## src/rtl/mdio_pkg.sv

```systemverilog
package mdio_pkg;
  localparam int DATA_W = 16;
  localparam int ADDR_W = 5;
  localparam int OP_W   = 2;

  localparam logic [OP_W-1:0] OP_READ  = 2'b10;
  localparam logic [OP_W-1:0] OP_WRITE = 2'b01;

  localparam int CTRL_RESTART_BIT = 9;

  localparam int ST_AN   = 5;
  localparam int ST_RF   = 4;
  localparam int ST_LINK = 2;
  localparam int ST_JAB  = 1;

  // capability bits that never change: 14..11, 6, 3, 0
  localparam logic [DATA_W-1:0] STAT_FIXED = 16'h7849;

  typedef enum logic [2:0] {FR_IDLE, FR_START, FR_HDR, FR_TA, FR_DATA} frame_st_e;
endpackage

```

## src/rtl/mdio_frame_fsm.sv

```systemverilog
module mdio_frame_fsm
  import mdio_pkg::*;
#(
  parameter int AW = ADDR_W,
  parameter int DW = DATA_W
) (
  input  logic          clk,
  input  logic          rst_n,
  input  logic          mdc,
  input  logic          mdio_in,
  input  logic [AW-1:0] phy_addr,
  input  logic [DW-1:0] rd_data,
  output logic          mdio_out,
  output logic          mdio_oe,
  output logic          rd_req,
  output logic [AW-1:0] req_addr,
  output logic          wr_stb,
  output logic [AW-1:0] wr_addr,
  output logic [DW-1:0] wr_data
);
  localparam int HW = OP_W + 2 * AW;
  localparam int CW = $clog2(DW > HW ? DW : HW);
  localparam logic [CW-1:0] HDR_LAST  = CW'(HW - 1);
  localparam logic [CW-1:0] DATA_LAST = CW'(DW - 1);
  localparam logic [CW-1:0] TA_LAST   = CW'(1);

  frame_st_e       st_q;
  logic [CW-1:0]   cnt_q;
  logic [HW-2:0]   hdr_q;
  logic [DW-1:0]   sh_q;
  logic [AW-1:0]   reg_q;
  logic            mdc_q, is_rd_q, is_wr_q;

  logic            mdc_rise, hdr_end, match;
  logic [HW-1:0]   hdr_nx;
  logic [OP_W-1:0] op_nx;

  assign mdc_rise = mdc & ~mdc_q;
  assign hdr_nx   = {hdr_q, mdio_in};
  assign op_nx    = hdr_nx[HW-1 -: OP_W];
  assign match    = (hdr_nx[2*AW-1 -: AW] == phy_addr);
  assign hdr_end  = mdc_rise && (st_q == FR_HDR) && (cnt_q == HDR_LAST);

  assign rd_req   = hdr_end && (op_nx == OP_READ) && match;
  assign req_addr = hdr_nx[AW-1:0];

  assign wr_stb   = mdc_rise && (st_q == FR_DATA) && (cnt_q == DATA_LAST) && is_wr_q;
  assign wr_addr  = reg_q;
  assign wr_data  = {sh_q[DW-2:0], mdio_in};

  assign mdio_oe  = is_rd_q && (((st_q == FR_TA) && (cnt_q == TA_LAST)) || (st_q == FR_DATA));
  assign mdio_out = (st_q == FR_DATA) ? sh_q[DW-1] : 1'b0;

  always_ff @(posedge clk or negedge rst_n) begin
    if (!rst_n) begin
      st_q    <= FR_IDLE;
      cnt_q   <= '0;
      hdr_q   <= '0;
      sh_q    <= '0;
      reg_q   <= '0;
      mdc_q   <= 1'b0;
      is_rd_q <= 1'b0;
      is_wr_q <= 1'b0;
    end else begin
      mdc_q <= mdc;
      if (mdc_rise) begin
        case (st_q)
          FR_IDLE:  if (!mdio_in) st_q <= FR_START;
          FR_START: if (mdio_in) begin
                      st_q  <= FR_HDR;
                      cnt_q <= '0;
                    end
          FR_HDR: begin
            hdr_q <= hdr_nx[HW-2:0];
            cnt_q <= cnt_q + 1'b1;
            if (hdr_end) begin
              st_q    <= FR_TA;
              cnt_q   <= '0;
              reg_q   <= hdr_nx[AW-1:0];
              is_rd_q <= (op_nx == OP_READ) && match;
              is_wr_q <= (op_nx == OP_WRITE) && match;
              if (rd_req) sh_q <= rd_data;
            end
          end
          FR_TA: begin
            cnt_q <= cnt_q + 1'b1;
            if (cnt_q == TA_LAST) begin
              st_q  <= FR_DATA;
              cnt_q <= '0;
            end
          end
          FR_DATA: begin
            sh_q  <= {sh_q[DW-2:0], mdio_in};
            cnt_q <= cnt_q + 1'b1;
            if (cnt_q == DATA_LAST) begin
              st_q    <= FR_IDLE;
              is_rd_q <= 1'b0;
              is_wr_q <= 1'b0;
            end
          end
          default: st_q <= FR_IDLE;
        endcase
      end
    end
  end
endmodule

```

## src/rtl/mdio_stat_latch.sv

```systemverilog
module mdio_stat_latch
  import mdio_pkg::*;
(
  input  logic              clk,
  input  logic              rst_n,
  input  logic              link_up,
  input  logic              remote_fault,
  input  logic              jabber,
  input  logic              an_start,
  input  logic              an_done,
  input  logic              clr,
  output logic [DATA_W-1:0] status
);
  logic link_q, rf_q, jab_q, jab_pend_q, an_q;

  always_ff @(posedge clk or negedge rst_n) begin
    if (!rst_n) begin
      link_q     <= 1'b0;
      rf_q       <= 1'b0;
      jab_q      <= 1'b0;
      jab_pend_q <= 1'b0;
      an_q       <= 1'b0;
    end else begin
      // link latches low; only a read lets it follow the input again
      if (!link_up)  link_q <= 1'b0;
      else if (clr)  link_q <= 1'b1;

      // remote fault latches high; a new event beats the clear
      if (remote_fault) rf_q <= 1'b1;
      else if (clr)     rf_q <= 1'b0;

      // jabber clears once it was read and the condition has gone
      if (jabber) begin
        jab_q <= 1'b1;
        if (clr && jab_q) jab_pend_q <= 1'b1;
      end else if (jab_q && (jab_pend_q || clr)) begin
        jab_q      <= 1'b0;
        jab_pend_q <= 1'b0;
      end

      if (an_start)     an_q <= 1'b0;
      else if (an_done) an_q <= 1'b1;
    end
  end

  always_comb begin
    status          = STAT_FIXED;
    status[ST_AN]   = an_q;
    status[ST_RF]   = rf_q;
    status[ST_LINK] = link_q;
    status[ST_JAB]  = jab_q;
  end
endmodule

```

## src/rtl/mdio_status_slave.sv

```systemverilog
module mdio_status_slave
  import mdio_pkg::*;
#(
  parameter int AW = ADDR_W
) (
  input  logic          clk,
  input  logic          rst_n,
  input  logic          mdc,
  input  logic          mdio_in,
  output logic          mdio_out,
  output logic          mdio_oe,
  input  logic [AW-1:0] phy_addr,
  input  logic          link_up,
  input  logic          remote_fault,
  input  logic          jabber,
  input  logic          an_start,
  input  logic          an_done,
  output logic          an_restart
);
  localparam logic [AW-1:0] REG_CTRL = AW'(0);
  localparam logic [AW-1:0] REG_STAT = AW'(1);

  logic              rd_req, wr_stb, rd_clr, ctrl_wr;
  logic [AW-1:0]     req_addr, wr_addr;
  logic [DATA_W-1:0] wr_data, rd_data, status_word, ctrl_q;

  mdio_frame_fsm #(.AW(AW), .DW(DATA_W)) u_frame (
    .clk      (clk),
    .rst_n    (rst_n),
    .mdc      (mdc),
    .mdio_in  (mdio_in),
    .phy_addr (phy_addr),
    .rd_data  (rd_data),
    .mdio_out (mdio_out),
    .mdio_oe  (mdio_oe),
    .rd_req   (rd_req),
    .req_addr (req_addr),
    .wr_stb   (wr_stb),
    .wr_addr  (wr_addr),
    .wr_data  (wr_data)
  );

  assign rd_clr  = rd_req && (req_addr == REG_STAT);
  assign ctrl_wr = wr_stb && (wr_addr == REG_CTRL);

  mdio_stat_latch u_stat (
    .clk          (clk),
    .rst_n        (rst_n),
    .link_up      (link_up),
    .remote_fault (remote_fault),
    .jabber       (jabber),
    .an_start     (an_start),
    .an_done      (an_done),
    .clr          (rd_clr),
    .status       (status_word)
  );

  always_comb begin
    case (req_addr)
      REG_CTRL: rd_data = ctrl_q;
      REG_STAT: rd_data = status_word;
      default:  rd_data = '0;
    endcase
  end

  always_ff @(posedge clk or negedge rst_n) begin
    if (!rst_n) begin
      ctrl_q     <= '0;
      an_restart <= 1'b0;
    end else begin
      an_restart <= ctrl_wr && wr_data[CTRL_RESTART_BIT];
      if (ctrl_wr) begin
        ctrl_q                   <= wr_data;
        ctrl_q[CTRL_RESTART_BIT] <= 1'b0;
      end
    end
  end
endmodule

```

## config.mk

```make
export PLATFORM = sky130hd
export DESIGN_NAME = mdio_status_slave
export DESIGN_NICKNAME = d
export VERILOG_FILES = /design/src/rtl/mdio_pkg.sv /design/src/rtl/mdio_frame_fsm.sv /design/src/rtl/mdio_stat_latch.sv /design/src/rtl/mdio_status_slave.sv
export SDC_FILE = /design/constraint.sdc
export NUM_CORES = 1
export LEC_CHECK = 0
export BUFFER_PORTS_ARGS = -buffer_cell sky130_fd_sc_hd__buf_2
export CORE_MARGIN = 8
export CORE_UTILIZATION = 40
export DETAILED_ROUTE_END_ITERATION = 7
export GPL_TIMING_DRIVEN = 0
export PLACE_DENSITY = 0.57
export SLEW_MARGIN = 20
export SYNTH_ARGS = -nofsm -noshare
export SYNTH_HDL_FRONTEND = slang
export SYNTH_SLANG_ARGS = --single-unit
```

## constraint.sdc

```tcl
create_clock -name clk -period 2.85 [get_ports clk]
set_input_delay 0.285 -clock clk [delete_from_list [all_inputs] [get_ports clk]]
set_output_delay 0.285 -clock clk [all_outputs]
set_load 0.02 [all_outputs]
```

==> run summary <==
OUTCOME
----------------------------------------------------------------------------------
Status .............................................................. finished clean

FLOORPLAN
----------------------------------------------------------------------------------
DIE HEIGHT ..........................................................       104 um
IO Count ............................................................           17
Site row count ......................................................           32
Initial cell density of the core ....................................        0.406
Full die area .......................................................   10700 um^2
Die Wd ..............................................................       104 um
Core area ...........................................................    7570 um^2

WORST HOLD PATH
----------------------------------------------------------------------------------
Worst min-delay path category .......................................       in2reg

SETUP PATH
----------------------------------------------------------------------------------
Crit start category .................................................     register
Worst reg-to-reg setup slack ........................................      0.35 ns
Maximum fanout along the worst path .................................           10
Capturing element type of the critical path .........................     register
WP data arrival .....................................................      2.70 ns
Worst setup path class ..............................................      reg2reg
Required time of the critical path ..................................      3.05 ns

LOGIC SYNTHESIS
----------------------------------------------------------------------------------
Syn Nets ............................................................          277
Number of instances in the synthesized netlist ......................          261
Average footprint of a synthesized cell .............................    11.8 um^2
Most instantiated flip-flop cell in the synthesis netlist ........... sky130_fd_sc_hd__dfrtp_1
Largest cells by area after synthesis ............................... sky130_fd_sc_hd__dfrtp_1, sky130_fd_sc_hd__mux2_2, sky130_fd_sc_hd__o21ai_0, sky130_fd_sc_hd__nand2_1, sky130_fd_sc_hd__mux2_1
Area of the mapped netlist ..........................................    3070 um^2
Number of distinct library cells after synthesis ....................           49
Synthesis warning total .............................................            0
Async set-or-reset flop fraction in the synthesized netlist .........         1.00
Yosys top cell by area .............................................. sky130_fd_sc_hd__dfrtp_1
Register area share after synthesis .................................        0.513
Number of synthesized flops with an enable pin ......................            0
Share of Yosys cell area claimed by the top area cell type ..........        0.513
Flip-flop and latch count after synthesis ...........................           63

GRT
----------------------------------------------------------------------------------
Number of global-route vias before repair ...........................         2099
Maximum number of pins on one net before global-route repair ........           41
Overflow left after global routing ..................................            0
Initial antenna violation count .....................................            0
Total global-route track usage ......................................        0.116
Wire length of the first global-routing pass ........................     10300 um

CTS
----------------------------------------------------------------------------------
Clock root buffer ................................................... sky130_fd_sc_hd__clkbuf_8
Clock tree from TritonCTS ...........................................        built
Longest Clk Path Bufs ...............................................            2
Clock Latency Late Sink .............................................      0.33 ns
TritonCTS Sinks .....................................................           63
Clk slew on worst S/H paths .........................................      0.07 ns
Deepest level of the CTS H-tree .....................................            3
Number of buffers inserted during clock tree synthesis ..............            9
Hold bufs inserted after CTS ........................................            1
Total of cells resized after clock tree synthesis ...................            0
Post-CTS Setup Inserts ..............................................            0

POWER AND IR DROP
----------------------------------------------------------------------------------
Power per unit of standard cell area ................................  736 nW/um^2
Max VDD drop ........................................................   0.000289 V
Leakage .............................................................      1.71 nW
Power after layout ..................................................      2.57 mW

TIMING
----------------------------------------------------------------------------------
Final Hold Fails ....................................................            0
Max-Slew Margin vs Limit ............................................        0.451
Worst Max-Slew Pin Slew .............................................     0.816 ns
Min cycle time layout ...............................................      2.50 ns
Final number of setup-violating endpoints ...........................            0
Hold slack final ....................................................     0.106 ns
RSZ-0062 raised after global routing ................................           no
Clock skew ..........................................................   0.00884 ns
Slew Viols, Final ...................................................            0
Max frequency .......................................................      400 MHz
Tcrit/Tclk final ....................................................        0.877
Final-layout setup total negative slack .............................         0 ns

ROUTING
----------------------------------------------------------------------------------
Starting DRC count in detailed routing ..............................           54
Routed WL per cell ..................................................      15.0 um
Antenna viol nets, final ............................................            0
Overall via count from detail_route .................................         2039
Pre-Repair DR Iteration Count .......................................            4
DRT Wirelength ......................................................      5940 um
Total DRC errors in the routed layout ...............................            0
Via-per-instance ratio ..............................................         5.15

PLACE
----------------------------------------------------------------------------------
Half-perimeter wire length after detailed placement .................      4040 um
Final weighted congestion in routability-driven placement ...........        0.730
Buffers added on ports ..............................................           16
Post-Place Cells ....................................................          381

FINISH
----------------------------------------------------------------------------------
Layout Area Growth over Synthesis ...................................        13.5%
Fill cells ..........................................................          727
Number of antenna diodes ............................................            0
Share of final-layout standard cells stronger than drive strength 1 .        0.296
Flip-flop and latch area ............................................    1580 um^2
Post-route insts no fill ............................................          396
Count of nets after finishing .......................................          307
Final Util ..........................................................        0.461
Multi-input gate area in the final layout ...........................    1360 um^2

JOB
----------------------------------------------------------------------------------
Total of max-cap violations .........................................            0

==> final timing paths <==
path                             startpoint          endpoint  cells past startpoint
min reg2reg                 u_frame.is_rd_q   u_frame.is_rd_q                      2
max                        u_frame.cnt_q[0]   u_frame.sh_q[3]                      8
max reg2reg                u_frame.cnt_q[0]   u_frame.sh_q[3]                      8
min in group asynchronous             rst_n  u_frame.cnt_q[1]                      2
min                                an_start       u_stat.an_q                      2
max in group asynchronous             rst_n         ctrl_q[3]                      3
==> stage by stage <==
step / instance area [um^2] / worst slack [ns]
5_1_grt: 3490 / 0.119
2_1_floorplan: 3070 / 0.639
3_3_place_gp: 3280 / 0.0254
4_1_cts: 3490 / 0.296
6_report: 3490 / 0.349
3_5_place_dp: 3310 / 0.330
==> metal layers <==
layer,up-vias,global-route usage,routed length (um)
met4,0,0.0661,110
li1,987,-,-
met1,1015,0.154,3040
met3,9,0.0223,158
met5,-,0,0
met2,28,0.174,2630
==> cell type report <==
class                      count  share of cell area
timing repair buffer          19              0.0337
clock inverter                 1             0.00144
inverter                       4             0.00431
multi-input combinational    179               0.389
clock buffer                  13              0.0456
sequential                    63               0.452
buffer                        15              0.0370
tap                          102              0.0366
==> where the power goes <==
group          leakage [nW]  switching, mW  internal, mW
Sequential            0.839          0.155          1.07
Combinational         0.784          0.331         0.346
Clock                0.0854          0.316         0.353
Total                  1.71          0.802          1.76
==> registers in the layout (all words and copies together) (netlist names) <==
signal,count
u_stat.jab_pend_q,1
an_restart,1
u_frame.sh_q,16
u_stat.link_q,1
u_frame.mdc_q,1
u_frame.st_q,3
u_stat.an_q,1
u_frame.hdr_q,11
u_frame.is_rd_q,1
u_stat.rf_q,1
u_stat.jab_q,1
ctrl_q,15
u_frame.cnt_q,4
u_frame.wr_addr,5
u_frame.is_wr_q,1
==> cells in the final DEF, fill, tap and decap left out, types with 4 or more instances in the layout <==
cell                       Yosys  final
sky130_fd_sc_hd__nand2_1      27     27
sky130_fd_sc_hd__nor2_1       12     12
sky130_fd_sc_hd__mux2i_1       4      4
sky130_fd_sc_hd__mux2_2       39     39
sky130_fd_sc_hd__xor2_1        5      5
sky130_fd_sc_hd__inv_1         4      4
sky130_fd_sc_hd__buf_2         1     17
sky130_fd_sc_hd__a21oi_1       5      5
sky130_fd_sc_hd__mux2_1        7      7
sky130_fd_sc_hd__dfrtp_1      63     63
sky130_fd_sc_hd__nand3_1       8      8
sky130_fd_sc_hd__nand2b_1      5      5
sky130_fd_sc_hd__clkbuf_8      2     13
sky130_fd_sc_hd__clkbuf_1      6      8
sky130_fd_sc_hd__o21ai_0      21     21
==> synth_stat cells, types with 3 or more instances <==
master,count
sky130_fd_sc_hd__nor3_1,3
sky130_fd_sc_hd__clkbuf_1,6
sky130_fd_sc_hd__nand2_1,27
sky130_fd_sc_hd__o21a_1,3
sky130_fd_sc_hd__nand3_1,8
sky130_fd_sc_hd__nor2_1,12
sky130_fd_sc_hd__nand2b_1,5
sky130_fd_sc_hd__mux2_2,39
sky130_fd_sc_hd__inv_1,4
sky130_fd_sc_hd__mux2i_1,4
sky130_fd_sc_hd__nor2b_1,3
sky130_fd_sc_hd__a21oi_1,5
sky130_fd_sc_hd__xor2_1,5
sky130_fd_sc_hd__mux2_1,7
sky130_fd_sc_hd__o21ai_0,21
sky130_fd_sc_hd__nor4_1,3
sky130_fd_sc_hd__buf_6,3
sky130_fd_sc_hd__dfrtp_1,63
==> kinds of logic (layout without fill, tap and decap cells) <==
kind of cell | count (synthesis) | in the layout | synth area share
buf+inv | 19 | 52 | 0.0468
flops | 63 | 63 | 0.513
mux | 52 | 52 | 0.191
fa+ha+maj | 2 | 2 | 0.00815
compound gates | 44 | 44 | 0.0917
simple gates | 75 | 75 | 0.132
xor+xnor | 6 | 6 | 0.0171
==> critical path: stages (launching register included) <==
cell	delay, ns
sky130_fd_sc_hd__dfrtp_1	0.42
sky130_fd_sc_hd__ha_1	0.31
sky130_fd_sc_hd__nand4b_4	0.18
sky130_fd_sc_hd__nor4b_2	0.27
sky130_fd_sc_hd__nand3_1	0.12
sky130_fd_sc_hd__a2111o_1	0.46
sky130_fd_sc_hd__buf_6	0.15
sky130_fd_sc_hd__buf_12	0.14
sky130_fd_sc_hd__mux2_1	0.31
Power figures use the tool's default switching activity.
